## config.mk

```make
export PLATFORM = sky130hd
export DESIGN_NAME = flb_layer_arbiter
export DESIGN_NICKNAME = d
export VERILOG_FILES = /design/src/rtl/flb_pkg.sv /design/src/rtl/flb_write_track.sv /design/src/rtl/flb_pos_compare.sv /design/src/rtl/flb_read_select.sv /design/src/rtl/flb_layer_arbiter.sv
export SDC_FILE = /design/constraint.sdc
export NUM_CORES = 1
export LEC_CHECK = 0
export ABC_AREA = 0
export BUFFER_PORTS_ARGS = -buffer_cell sky130_fd_sc_hd__buf_2
export CAP_MARGIN = 15
export CORE_MARGIN = 2
export CORE_UTILIZATION = 42
export CTS_CLUSTER_SIZE = 8
export DETAILED_ROUTE_END_ITERATION = 10
export PLACE_DENSITY = 0.85
export SLEW_MARGIN = 10
export SYNTH_ARGS = -nofsm -noshare
export SYNTH_HDL_FRONTEND = slang
export SYNTH_SLANG_ARGS = --single-unit
```

## constraint.sdc

```tcl
create_clock -name clk -period 4.14 [get_ports clk]
set_clock_uncertainty 0.2 [all_clocks]
set_input_delay 0.621 -clock clk [delete_from_list [all_inputs] [get_ports clk]]
set_output_delay 0.621 -clock clk [all_outputs]
set_load 0.005 [all_outputs]
```

## src/rtl/flb_pkg.sv

```systemverilog
// Package: shared widths and the status-word layout of the frame layer arbiter.
// Assumes two physical layers, so a layer identifier is one bit internally.
package flb_pkg;

    // Width of each status field
    localparam int CUR_ID_W  = 4;
    localparam int PREV_ID_W = 4;
    localparam int DISP_ID_W = 8;
    localparam int STATUS_W  = CUR_ID_W + PREV_ID_W + DISP_ID_W;

    // Bit positions inside the status word
    localparam int CUR_LSB  = 0;
    localparam int PREV_LSB = CUR_LSB + CUR_ID_W;
    localparam int DISP_LSB = PREV_LSB + PREV_ID_W;

    typedef logic layer_t;

    // Reader choice: follow the writer or take the idle layer
    typedef enum logic {
        PICK_IDLE   = 1'b0,
        PICK_FOLLOW = 1'b1
    } pick_e;

endpackage

```

## src/rtl/flb_write_track.sv

```systemverilog
// Module: tracks the layer the writer is filling and the layer it filled before.
// Assumes wr_frame_start is a one-cycle pulse. In single-layer mode the layer
// does not move, but the previous-layer record is still refreshed.
module flb_write_track
    import flb_pkg::*;
(
    input  logic   clk,
    input  logic   rst_n,
    input  logic   wr_frame_start,
    input  logic   single_layer,
    output layer_t cur_layer,
    output layer_t prev_layer
);

    layer_t next_layer;

    // Pick the layer for the next input frame
    always_comb begin
        if (single_layer) begin
            next_layer = cur_layer;
        end else begin
            next_layer = ~cur_layer;
        end
    end

    // Advance the write layer and its history at each writer frame start
    always_ff @(posedge clk) begin
        if (!rst_n) begin
            cur_layer  <= 1'b0;
            prev_layer <= 1'b0;
        end else if (wr_frame_start) begin
            prev_layer <= cur_layer;
            cur_layer  <= next_layer;
        end
    end

endmodule

```

## src/rtl/flb_pos_compare.sv

```systemverilog
// Module: decides whether the writer has passed the threshold.
// Assumes the line and the threshold carry the same start-line offset.
// In frame mode the field bit is the most significant part of the value.
module flb_pos_compare #(
    parameter int LINE_W = 14
) (
    input  logic [LINE_W-1:0] wr_line,
    input  logic              wr_field,
    input  logic [LINE_W:0]   threshold,
    input  logic              frame_mode,
    output logic              passed
);

    localparam int POS_W = LINE_W + 1;

    logic [POS_W-1:0] pos_val;
    logic [POS_W-1:0] thr_val;

    // Build the ordered position and threshold values for the active mode
    always_comb begin
        if (frame_mode) begin
            pos_val = {wr_field, wr_line};
            thr_val = threshold;
        end else begin
            pos_val = {1'b0, wr_line};
            thr_val = {1'b0, threshold[LINE_W-1:0]};
        end
    end

    // Strictly beyond the threshold counts as passed
    always_comb begin
        passed = (pos_val > thr_val);
    end

endmodule

```

## src/rtl/flb_read_select.sv

```systemverilog
// Module: latches the reader's layer at each reader frame start.
// Assumes rd_frame_start is a one-cycle pulse. The decision uses the write
// layer as registered before the edge, so a writer toggle on the same edge
// does not affect it.
module flb_read_select
    import flb_pkg::*;
(
    input  logic   clk,
    input  logic   rst_n,
    input  logic   rd_frame_start,
    input  logic   single_layer,
    input  logic   passed,
    input  layer_t cur_layer,
    output layer_t rd_layer
);

    pick_e  pick;
    layer_t chosen;

    // Follow the writer in single-layer mode or once it is past the threshold
    always_comb begin
        if (single_layer || passed) begin
            pick = PICK_FOLLOW;
        end else begin
            pick = PICK_IDLE;
        end
    end

    // Translate the pick into a layer number
    always_comb begin
        case (pick)
            PICK_FOLLOW: chosen = cur_layer;
            default:     chosen = ~cur_layer;
        endcase
    end

    // Hold the choice for the whole output frame
    always_ff @(posedge clk) begin
        if (!rst_n) begin
            rd_layer <= 1'b0;
        end else if (rd_frame_start) begin
            rd_layer <= chosen;
        end
    end

endmodule

```

## src/rtl/flb_layer_arbiter.sv

```systemverilog
// Module: top of the double-buffer frame layer arbiter. It chooses the layer
// the reader displays from the writer's layer and line position, and reports
// the layers in a status word.
// Assumes both frame-start inputs are synchronous one-cycle pulses.
module flb_layer_arbiter
    import flb_pkg::*;
#(
    parameter int LINE_W = 14
) (
    input  logic                clk,
    input  logic                rst_n,
    input  logic                wr_frame_start,
    input  logic                rd_frame_start,
    input  logic [LINE_W-1:0]   wr_line,
    input  logic                wr_field,
    input  logic [LINE_W:0]     cfg_threshold,
    input  logic                cfg_single_layer,
    input  logic                cfg_frame_mode,
    output logic                rd_layer,
    output logic [STATUS_W-1:0] status
);

    layer_t cur_layer;
    layer_t prev_layer;
    layer_t rd_layer_q;
    logic   passed;

    flb_write_track u_wtrack (
        .clk            (clk),
        .rst_n          (rst_n),
        .wr_frame_start (wr_frame_start),
        .single_layer   (cfg_single_layer),
        .cur_layer      (cur_layer),
        .prev_layer     (prev_layer)
    );

    flb_pos_compare #(.LINE_W(LINE_W)) u_cmp (
        .wr_line    (wr_line),
        .wr_field   (wr_field),
        .threshold  (cfg_threshold),
        .frame_mode (cfg_frame_mode),
        .passed     (passed)
    );

    flb_read_select u_rsel (
        .clk            (clk),
        .rst_n          (rst_n),
        .rd_frame_start (rd_frame_start),
        .single_layer   (cfg_single_layer),
        .passed         (passed),
        .cur_layer      (cur_layer),
        .rd_layer       (rd_layer_q)
    );

    // Drive the reader layer and pack the zero-extended status fields
    always_comb begin
        rd_layer = rd_layer_q;
        status   = '0;
        status[CUR_LSB  +: CUR_ID_W]  = {{(CUR_ID_W-1){1'b0}},  cur_layer};
        status[PREV_LSB +: PREV_ID_W] = {{(PREV_ID_W-1){1'b0}}, prev_layer};
        status[DISP_LSB +: DISP_ID_W] = {{(DISP_ID_W-1){1'b0}}, rd_layer_q};
    end

endmodule

```

==> results of run 1 <==
==> placed cells by master (no fill, tap or decap), types with 2 or more instances in the layout <==
cell	netlist	final
buf_2	0	39
inv_1	15	15
ha_1	15	15
conb_1	1	13
nand2_1	9	9
a21oi_1	7	7
nor2_1	3	3
o21ai_0	3	3
nand3_1	3	3
clkbuf_4	0	3
dfxtp_1	3	3
and2_1	2	2
nand4_1	2	2
o21ai_1	2	2
mux2i_1	2	2
==> metrics by stage <==
step,power (W),std cells,util (%),area [sq um]
floorplan,0.0000800,104,-,713
CTS,0.000147,147,55.4,835
global placement,0.0000926,143,53.7,808
finish,0.000145,147,55.4,835
global route,0.000160,147,55.4,835
detailed placement,0.0000954,143,53.7,808
==> worst max-delay path, delay by kind of cell <==
family | cells | cell delay [ps]
AND/OR/NAND/NOR | 3 | 690
AO/OA/AOI/OAI | 2 | 220
multiplexers | 1 | 140
adder cells (fa/ha/maj) | 1 | 290
buffers and inverters | 1 | 100
==> cells in the mapped netlist, drive strengths merged (2+ instances only) <==
cell type and count:
ha 15, nand4 2, nand3 3, a21oi 7, nor2 3, mux2i 2
buf 16, nand2 9, inv 15, o21ai 5, dfxtp 3, and2 2
==> registers in the layout (all words and copies together) (netlist names) <==
register / count
u_wtrack.cur_layer: 1
u_rsel.rd_layer: 1
u_wtrack.prev_layer: 1
==> layout make-up <==
| class | instances | share of cell area (%) |
|---|---|---|
| well taps | 16 | 2.40 |
| inverters | 15 | 6.75 |
| multi-input cells | 70 | 57.1 |
| repair buffers | 39 | 23.4 |
| clock buffers | 4 | 3.15 |
| flip-flops and latches | 3 | 7.20 |
==> layer usage <==
| layer | routed length (um) | GRT usage, % | vias up | part of all wire, % |
|---|---|---|---|---|
| met5 | 0 | 0 | - | 0 |
| met4 | 10 | 5.45 | 0 | 0.81 |
| met3 | 116 | 0.417 | 2 | 9.4 |
| met2 | 672 | 30.3 | 29 | 55 |
| met1 | 429 | 12.5 | 282 | 35 |
| li1 | - | - | 355 | - |
==> worst min path at each step <==
stage                          end  slack, ps
6_report       u_wtrack.prev_layer        310
5_1_grt        u_wtrack.prev_layer        350
4_1_cts        u_wtrack.prev_layer        320
3_5_place_dp   u_wtrack.prev_layer        310
3_3_place_gp   u_wtrack.prev_layer        290
2_1_floorplan  u_wtrack.prev_layer        280
==> cells by family after synthesis <==
kind of cell | synth area share (%)
XOR/XNOR | 1.31
flip-flops | 8.99
buffers and inverters | 26.4
multiplexers | 4.68
other | 0.561
adder cells (fa/ha/maj) | 28.1
AO/OA/AOI/OAI | 12.9
AND/OR/NAND/NOR | 17.0
==> power by group through the flow <==
stage                     clock (W)  sequential (W)  combinational (W)
after detailed placement          0       0.0000339          0.0000615
after floorplan                   0       0.0000337          0.0000463
after global routing      0.0000541       0.0000337          0.0000718
final                     0.0000509       0.0000335          0.0000607
after CTS                 0.0000520       0.0000334          0.0000619
after global placement            0       0.0000338          0.0000588
==> out/qor.txt, run 1 <==
Peak VDD IR: 0.123 mV
Share of the synthesized area in the top cell type: 28.1%
Die ar.: 0.00193 sq mm
Hold buffers post-CTS: 0
Setup Buffers After CTS: 0
R2R Setup Slk: 2740 ps
CP Launch Type: primary input
DIE WIDTH: 43.9 um
Clock Power Share: 35.1%
FP Rows: 14
Fillcell total: 164
Crit path launch: cfg_frame_mode
Fmax: 466 MHz
Initial antenna violation count: 0
Final Hold Vio Count: 0
Sw frac: 31.8%
N_diodes: 0
CP Class: primary input to flip-flop
Nets@finish: 183
Unrepaired setup endpoints after global routing: false
Core ar.: 0.00151 sq mm
Total track usage: 13.8%
DRC errors left: 0
Most common flop cell mapped by yosys: dfxtp_1
Synthesized flop and latch total: 3
Top cells by area, synth: ha_1 (28%), buf_4 (18%), dfxtp_1 (9.0%)
CP peak stage delay: 420 ps
DIE HEIGHT: 43.9 um
Clock Tree Root: clkbuf_4
CTS resizes: 0
NetSw: 0.0000461 W
Share of the yosys chip area belonging to registers: 8.99%
Syn Area/Cell: 7.26 sq um
Sequential power share: 23.1%
Antenna-violating nets left: 0
Worst-skew pair later-pin latency: 230 ps
DR iter-0 viols: 2
Global-route wire length before repair: 2.07 mm
Req. time, crit path: 4050 ps
Final Max Tran Viols: 0
PortBufs: 39
Worst hold slack: 313 ps
Layout Area Growth over Synthesis: 24.9%
Total number of vias: 668
R2r startpoint: u_wtrack.cur_layer
Number of synthesized flops with an enable pin: 0
Total clock buffers created by CTS: 3
Layout cell share with drive strength beyond 1: 33.6%
Slowest CP cell: or3_4
Status: completed
CP Capture Point: u_rsel.rd_layer
TritonCTS clock tree: yes
Synth warn: 0
Routed WL: 1.23 mm
RePlAce Congestion: 0.669
Post-DP HPWL: 1.16 mm
First-pass iteration count of the detailed router: 4
CP arrival: 2060 ps
Comb power frac: 41.8%
PwrDens: 174 mW/mm^2
R2r endpoint: u_rsel.rd_layer
Vias per inst: 4.54
Synthesized instance count: 92
Final Setup Violations: 0
Fin Setup TNS: 0 ps
Period minus WS final: 2150 ps
Distinct cell type count after synthesis: 23
Starting Density: 44.4%
Critical Path Fanout Max: 3
Routed length per instance: 8.36 um
Post-Place Worst Slack: 1740 ps
Total leakage power: 0.512 nW
Internal Power: 0.0000989 W
FF-to-FF path depth: 4
Multi-input gate area: 477 sq um
CTS clk-pin slew, worst paths: 40 ps
Worst Hold Launch: u_wtrack.prev_layer
Worst Hold Class: flip-flop to flip-flop
Tcrit/Tclk final: 51.8%
H-Tree Level Count: 1
Largest net degree at the start of global routing: 7
Clock buffer depth: 2
Max-cap violation count: 0
Hold Path Stages: 2
Crit-path cells: buf_2 -> and2_1 -> ha_1 -> nand4_1 -> or3_4 -> o21bai_2 -> mux2_1 -> o211ai_1
Clock sinks: 3
Yosys top cell by area: ha_1
Register Area: 60.1 sq um
Ys async rst share: 0%
Io pins: 53
Congestion Overflow GR: 0
Post-Syn Area: 668 sq um
Kind of end point of the critical path: flip-flop
Post-route setup slack: 1990 ps
Vias in the first global route: 623
Note: power is estimated with default switching activity, not from simulation.
==> run 2, diff against run 1 <==
ABC_AREA = 1   (was 0)
CORE_UTILIZATION = 35   (was 42)
PLACE_DENSITY = 0.75   (was 0.85)
clock period = 1.9 ns   (was 4.14 ns; I/O delays follow)
==> run 2 against run 1 <==
Against the previous run:
- combinational power grew 130%
- sequential cell count is the same
- cell area grew 4.5%
- clock power grew 110%
- global-route usage shrank 2.2 points
- non-clock buffer count is the same
- final cell count grew 22%
- register-to-register slack lost 1800 ps
- synthesized cell count grew 24%
==> out/qor.txt, run 2 <==
Number of synthesized flops with an enable pin: 0 (unchanged)
PwrDens: 368 mW/mm^2 (+110%)
Final Setup Violations: 0 (unchanged)
Ys async rst share: 0% (unchanged)
Tcrit/Tclk final: 87.8%
Setup Buffers After CTS: 0 (unchanged)
Largest regs: u_rsel.rd_layer x1, u_wtrack.cur_layer x1, u_wtrack.prev_layer x1
Share of the yosys chip area belonging to registers: 8.68% (-0.31 points)
Total number of vias: 703 (+5.2%)
Top cells by area, synth: ha_1 (27%), buf_4 (17%), nand2_1 (17%)
Final Max Tran Viols: 0 (unchanged)
Final Hold Vio Count: 0 (unchanged)
Synthesized instance count: 114 (+24%)
CP peak stage delay: 280 ps (-140 ps)
Most frequent CP cell: nand2_1
Critical Path Fanout Max: 2 (-1)
Period minus WS final: 1670 ps
Antenna-violating nets left: 0 (unchanged)
Clock buffer depth: 2 (unchanged)
Crit-path cells: buf_2 -> nand2_1 -> inv_1 -> ha_1 -> nand2_1 -> nor2_2 -> inv_1 -> nor2_2 -> nand4_1 -> nand2_1 -> nand2_1 -> nand2_1 -> nand3_1 -> nand2_1 -> inv_1
Starting Density: 36.0% (-8.3 points)
Internal Power: 0.000215 W (+120%)
Post-Place Worst Slack: -1.29 ps (-1750 ps)
Io pins: 53 (unchanged)
Vias per inst: 3.91 (-14%)
CP Launch Type: primary input
Post-Syn Area: 692 sq um (+3.6%)
Routed WL: 1.27 mm (+3.0%)
Clock Power Share: 33.8% (-1.3 points)
Syn Area/Cell: 6.07 sq um (-16%)
Share of the synthesized area in the top cell type: 27.1% (-0.97 points)
FF-to-FF path depth: 5 (+1)
Yosys top cell by area: ha_1
Synthesized flop and latch total: 3 (unchanged)
Count leader, synth: nand2_1
DIE HEIGHT: 48.5 um (+10%)
RePlAce Congestion: 0.653 (-2.4%)
R2r startpoint: u_wtrack.cur_layer
Congestion Overflow GR: 0 (unchanged)
Clock Tree Root: clkbuf_4
Comb power frac: 44.2% (+2.4 points)
FP Rows: 16 (+2)
Fillcell total: 217 (+32%)
Total track usage: 11.6% (-2.2 points)
Most common cell after layout, fill and taps aside: buf_2
Commonest cells after routing, fill and taps aside: buf_2 (39), nand2_1 (31), inv_1 (29)
Largest net degree at the start of global routing: 5 (-2)
Slowest CP cell: ha_1
Vias in the first global route: 619 (-0.64%)
R2R Setup Slk: 900 ps (-1840 ps)
Unrepaired setup endpoints after global routing: false
Worst Hold Class: primary input to flip-flop
Routed length per instance: 7.03 um (-16%)
Worst Hold Launch: wr_frame_start
Post-route setup slack: 232 ps (-1760 ps)
R2r endpoint: u_rsel.rd_layer
Layout cell share with drive strength beyond 1: 28.8% (-4.8 points)
Total leakage power: 0.613 nW (+20%)
Distinct cell type count after synthesis: 12 (-48%)
Core ar.: 0.00192 sq mm (+28%)
Hold Path Stages: 2 (unchanged)
Clock sinks: 3 (unchanged)
Hold buffers post-CTS: 0 (unchanged)
CTS resizes: 0 (unchanged)
DRC errors left: 0 (unchanged)
Worst Hold End: u_wtrack.prev_layer
Most common flop cell mapped by yosys: dfxtp_1
Initial antenna violation count: 0 (unchanged)
Global-route wire length before repair: 2.20 mm (+6.3%)
Total clock buffers created by CTS: 3 (unchanged)
Nets@finish: 205 (+12%)
N_diodes: 0 (unchanged)
Req. time, crit path: 1830 ps (-2220 ps)
Layout Area Growth over Synthesis: 26.0%
Fmax: 599 MHz
TritonCTS clock tree: yes
PnR Total Power: 0.000321 W (+120%)
First-pass iteration count of the detailed router: 2 (-2)
Status: completed
Kind of end point of the critical path: flip-flop
CP arrival: 1590 ps (-470 ps)
Post-DP HPWL: 1.20 mm (+3.2%)
Sequential power share: 22.0% (-1.1 points)
CTS clk-pin slew, worst paths: 40 ps (about the same)
DIE WIDTH: 48.5 um (+10%)
Synth warn: 0 (unchanged)
Die ar.: 0.00235 sq mm (+22%)
H-Tree Level Count: 1 (unchanged)
CP Class: primary input to flip-flop
Sw frac: 33.0% (+1.2 points)
DR iter-0 viols: 4 (+2)
Top cells by count, synth: nand2_1 (31), inv_1 (29), buf_4 (16)
PortBufs: 39 (unchanged)
Max-cap violation count: 0 (unchanged)
NetSw: 0.000106 W (+130%)
Peak VDD IR: 0.205 mV (+67%)
Worst-skew pair later-pin latency: 230 ps (about the same)
run 2: cell count changes after synthesis, sizes merged, moves of 2 or more:
cell	before	now
and2	2	0
inv	15	29
mux2i	2	0
nand2	9	31
nand3	3	5
nor2	3	5
o21ai	5	1
run 2: worst max path at each step:
stage                      endpoint      startpoint  slack (ps)  cells past startpoint
floorplan           u_rsel.rd_layer  cfg_frame_mode         250                     14
global placement    u_rsel.rd_layer  cfg_frame_mode          80                     15
detailed placement  u_rsel.rd_layer  cfg_frame_mode          -1                     15
CTS                 u_rsel.rd_layer  cfg_frame_mode         230                     15
global route        u_rsel.rd_layer  cfg_frame_mode          50                     15
finish              u_rsel.rd_layer  cfg_frame_mode         230                     15
run 2: layer usage:
layer	track usage [%]	share of wire, %	wire length [um]
met2	22.2	54	679
met5	0	0	0
met4	5.71	0	0
met1	11.8	39	499
met3	2.47	6.9	87
run 2: cells by family (layout without fill, tap and decap cells):
| kind of cell | count (synthesis) | after routing | synth area share (%) |
|---|---|---|---|
| buf+inv | 45 | 72 | 33.1 |
| simple gates | 42 | 42 | 24.8 |
| fa+ha+maj | 15 | 15 | 27.1 |
| compound gates | 8 | 8 | 5.79 |
| flops | 3 | 3 | 8.68 |
| other cells | 1 | 13 | 0.542 |
run 2: final cells by class:
cell class                 instances  area [sq um]  share of cell area [%]
clock buffer                       4          26.3                    3.01
inverter                          29           109                    12.5
multi-input combinational         78           448                    51.4
sequential                         3          60.1                    6.89
tap                               27          33.8                    3.87
timing repair buffer              39           195                    22.4
run 2: worst max-delay path: cells and delay by family:
family,cells,cell delay (ps)
fa+ha+maj,1,280
simple gates,10,790
buf+inv,4,230
run 2: per-stage QoR:
step | TNS [ps] | std cells | util [%] | instance area (sq um) | hold slack [ps]
6_report | 0 | 180 | 45.4 | 872 | 73.3
2_1_floorplan | 0 | 126 | - | 737 | 178
4_1_cts | 0 | 180 | 45.4 | 872 | 66.6
3_3_place_gp | 0 | 176 | 44.0 | 846 | 277
3_5_place_dp | -1.29 | 176 | 44.0 | 846 | 283
5_1_grt | 0 | 180 | 45.4 | 872 | 100
run 2: power by group through the flow:
stage | combinational (W) | sequential [W] | clock [W]
4_1_cts | 0.000145 | 0.0000708 | 0.000114
5_1_grt | 0.000170 | 0.0000717 | 0.000117
3_5_place_dp | 0.000144 | 0.0000717 | 0
2_1_floorplan | 0.000110 | 0.0000715 | 0
3_3_place_gp | 0.000137 | 0.0000716 | 0
6_report | 0.000142 | 0.0000708 | 0.000108
==> run 3, diff against run 2 <==
CELL_PAD_IN_SITES_DETAIL_PLACEMENT = 1   (was default)
CELL_PAD_IN_SITES_GLOBAL_PLACEMENT = 1   (was default)
CORE_UTILIZATION = 22   (was 35)
CTS_CLUSTER_DIAMETER = 60   (was default)
PLACE_DENSITY = default   (was 0.75)
PLACE_DENSITY_LB_ADDON = 0.1   (was default)
==> run 3 against run 2 <==
Against the previous run:
- first-iteration DRC count is 130% higher
- global-route usage is 3.0 points lower
- worst hold slack worse by 7.7 ps
- critical endpoint unchanged
- largest power group unchanged
- highest routed layer unchanged
==> out/qor.txt, run 3 (synthesis results as in run 2) <==
Status: completed
DR iter-0 viols: 9 (+5)
Routed length per instance: 7.42 um (+5.5%)
Crit path launch: cfg_frame_mode
Kind of end point of the critical path: flip-flop
R2r startpoint: u_wtrack.cur_layer
CTS resizes: 0 (unchanged)
N_diodes: 0 (unchanged)
Largest regs: u_rsel.rd_layer x1, u_wtrack.cur_layer x1, u_wtrack.prev_layer x1
CP arrival: 1550 ps (-40 ps)
CTS clk-pin slew, worst paths: 40 ps (about the same)
PwrDens: 371 mW/mm^2 (+0.74%)
Hold buffers post-CTS: 0 (unchanged)
PortBufs: 39 (unchanged)
Post-DP HPWL: 1.40 mm (+17%)
Commonest cells after routing, fill and taps aside: buf_2 (39), nand2_1 (31), inv_1 (29)
Fmax: 618 MHz (+3.2%)
Routed WL: 1.46 mm (+15%)
Final Hold Vio Count: 0 (unchanged)
Layout cell share with drive strength beyond 1: 28.8% (unchanged)
Final Setup Violations: 0 (unchanged)
Multi-input gate area: 448 sq um (unchanged)
R2R Setup Slk: 910 ps (about the same)
First-pass iteration count of the detailed router: 2 (unchanged)
H-Tree Level Count: 1 (unchanged)
Hold Path Stages: 2 (unchanged)
Largest net degree at the start of global routing: 5 (unchanged)
CP Launch Type: primary input
Most common cell after layout, fill and taps aside: buf_2
DIE WIDTH: 60.1 um (+24%)
Layout Area Growth over Synthesis: 29.1%
Setup Buffers After CTS: 0 (unchanged)
Vias in the first global route: 704 (+14%)
Initial antenna violation count: 0 (unchanged)
Die ar.: 0.00361 sq mm (+54%)
Req. time, crit path: 1840 ps (about the same)
Clock buffer depth: 2 (unchanged)
Fin Setup TNS: 0 ps (unchanged)
RePlAce Congestion: 0.725 (+11%)
Critical Path Fanout Max: 2 (unchanged)
Global-route wire length before repair: 2.50 mm (+14%)
Peak VDD IR: 0.146 mV (-29%)
Total number of vias: 721 (+2.6%)
FP Rows: 20 (+4)
Max-cap violation count: 0 (unchanged)
R2r endpoint: u_rsel.rd_layer
Starting Density: 22.9% (-13 points)
CP Capture Point: u_rsel.rd_layer
TritonCTS clock tree: yes
Worst-skew pair later-pin latency: 240 ps (about the same)
Worst hold slack: 65.6 ps (-7.71 ps)
Vias per inst: 3.66 (-6.3%)
Register Area: 60.1 sq um (unchanged)
Fillcell total: 416 (+92%)
DIE HEIGHT: 60.1 um (+24%)
Antenna-violating nets left: 0 (unchanged)
CP Class: primary input to flip-flop
Clock Tree Root: clkbuf_4
Total clock buffers created by CTS: 3 (unchanged)
Final Max Tran Viols: 0 (unchanged)
Total leakage power: 0.613 nW (unchanged)
Worst Hold Class: primary input to flip-flop
Core ar.: 0.00303 sq mm (+58%)
FF-to-FF path depth: 5 (unchanged)
DRC errors left: 0 (unchanged)
Period minus WS final: 1620 ps (-51.1 ps)
Clock sinks: 3 (unchanged)
Congestion Overflow GR: 0 (unchanged)
Unrepaired setup endpoints after global routing: false
Io pins: 53 (unchanged)
Tcrit/Tclk final: 85.1% (-2.7 points)
Total track usage: 8.65% (-3.0 points)
Nets@finish: 205 (unchanged)
run 3: cell counts in the layout (fill, tap and decap cells not counted):
No cell type changed its count.
run 3: metrics by stage:
stage | total power (W) | area [sq um] | setup slack [ps] | util (%) | std cells
floorplan | 0.000182 | 737 | 245 | - | 126
CTS | 0.000341 | 893 | 251 | 29.5 | 197
finish | 0.000331 | 893 | 283 | 29.5 | 197
global placement | 0.000215 | 867 | 51.2 | 28.6 | 193
detailed placement | 0.000219 | 867 | 5.19 | 28.6 | 193
global route | 0.000371 | 893 | 53.0 | 29.5 | 197
run 3: final cells by class:
cell class	instances	share of cell area (%)
multi-input combinational	78	50.1
timing repair buffer	39	21.8
inverter	29	12.2
sequential	3	6.72
tap	44	6.16
clock buffer	4	2.94
run 3: worst min path at each step:
stage                  startpoint                   to  slack, ps
4_1_cts            wr_frame_start  u_wtrack.prev_layer         60
5_1_grt            wr_frame_start  u_wtrack.prev_layer         70
2_1_floorplan      wr_frame_start  u_wtrack.prev_layer        180
6_report           wr_frame_start  u_wtrack.prev_layer         70
3_3_place_gp   u_wtrack.cur_layer   u_wtrack.cur_layer        290
3_5_place_dp   u_wtrack.cur_layer   u_wtrack.cur_layer        290
run 3: layer usage:
layer | track usage, % | wire (um)
met1 | 10.4 | 637
met2 | 15.7 | 707
met3 | 2.38 | 118
met4 | 0.952 | 0
met5 | 0 | 0
run 3: report_power, final:
| group | switching (W) | internal (W) |
|---|---|---|
| logic | 0.0000744 | 0.0000687 |
| clock network | 0.0000386 | 0.0000791 |
| registers | 0.00000280 | 0.0000678 |
| total | 0.000116 | 0.000216 |
run 3: worst max-delay path, stage by stage:
cell and delay [ps]:
buf_2 100, nand2_1 60, inv_1 40, ha_1 290
nand2_1 80, nor2_2 120, inv_1 50, nor2_2 110
nand4_1 80, nand2_1 90, nand2_1 50, nand2_1 50
nand3_1 60, nand2_1 60, inv_1 30
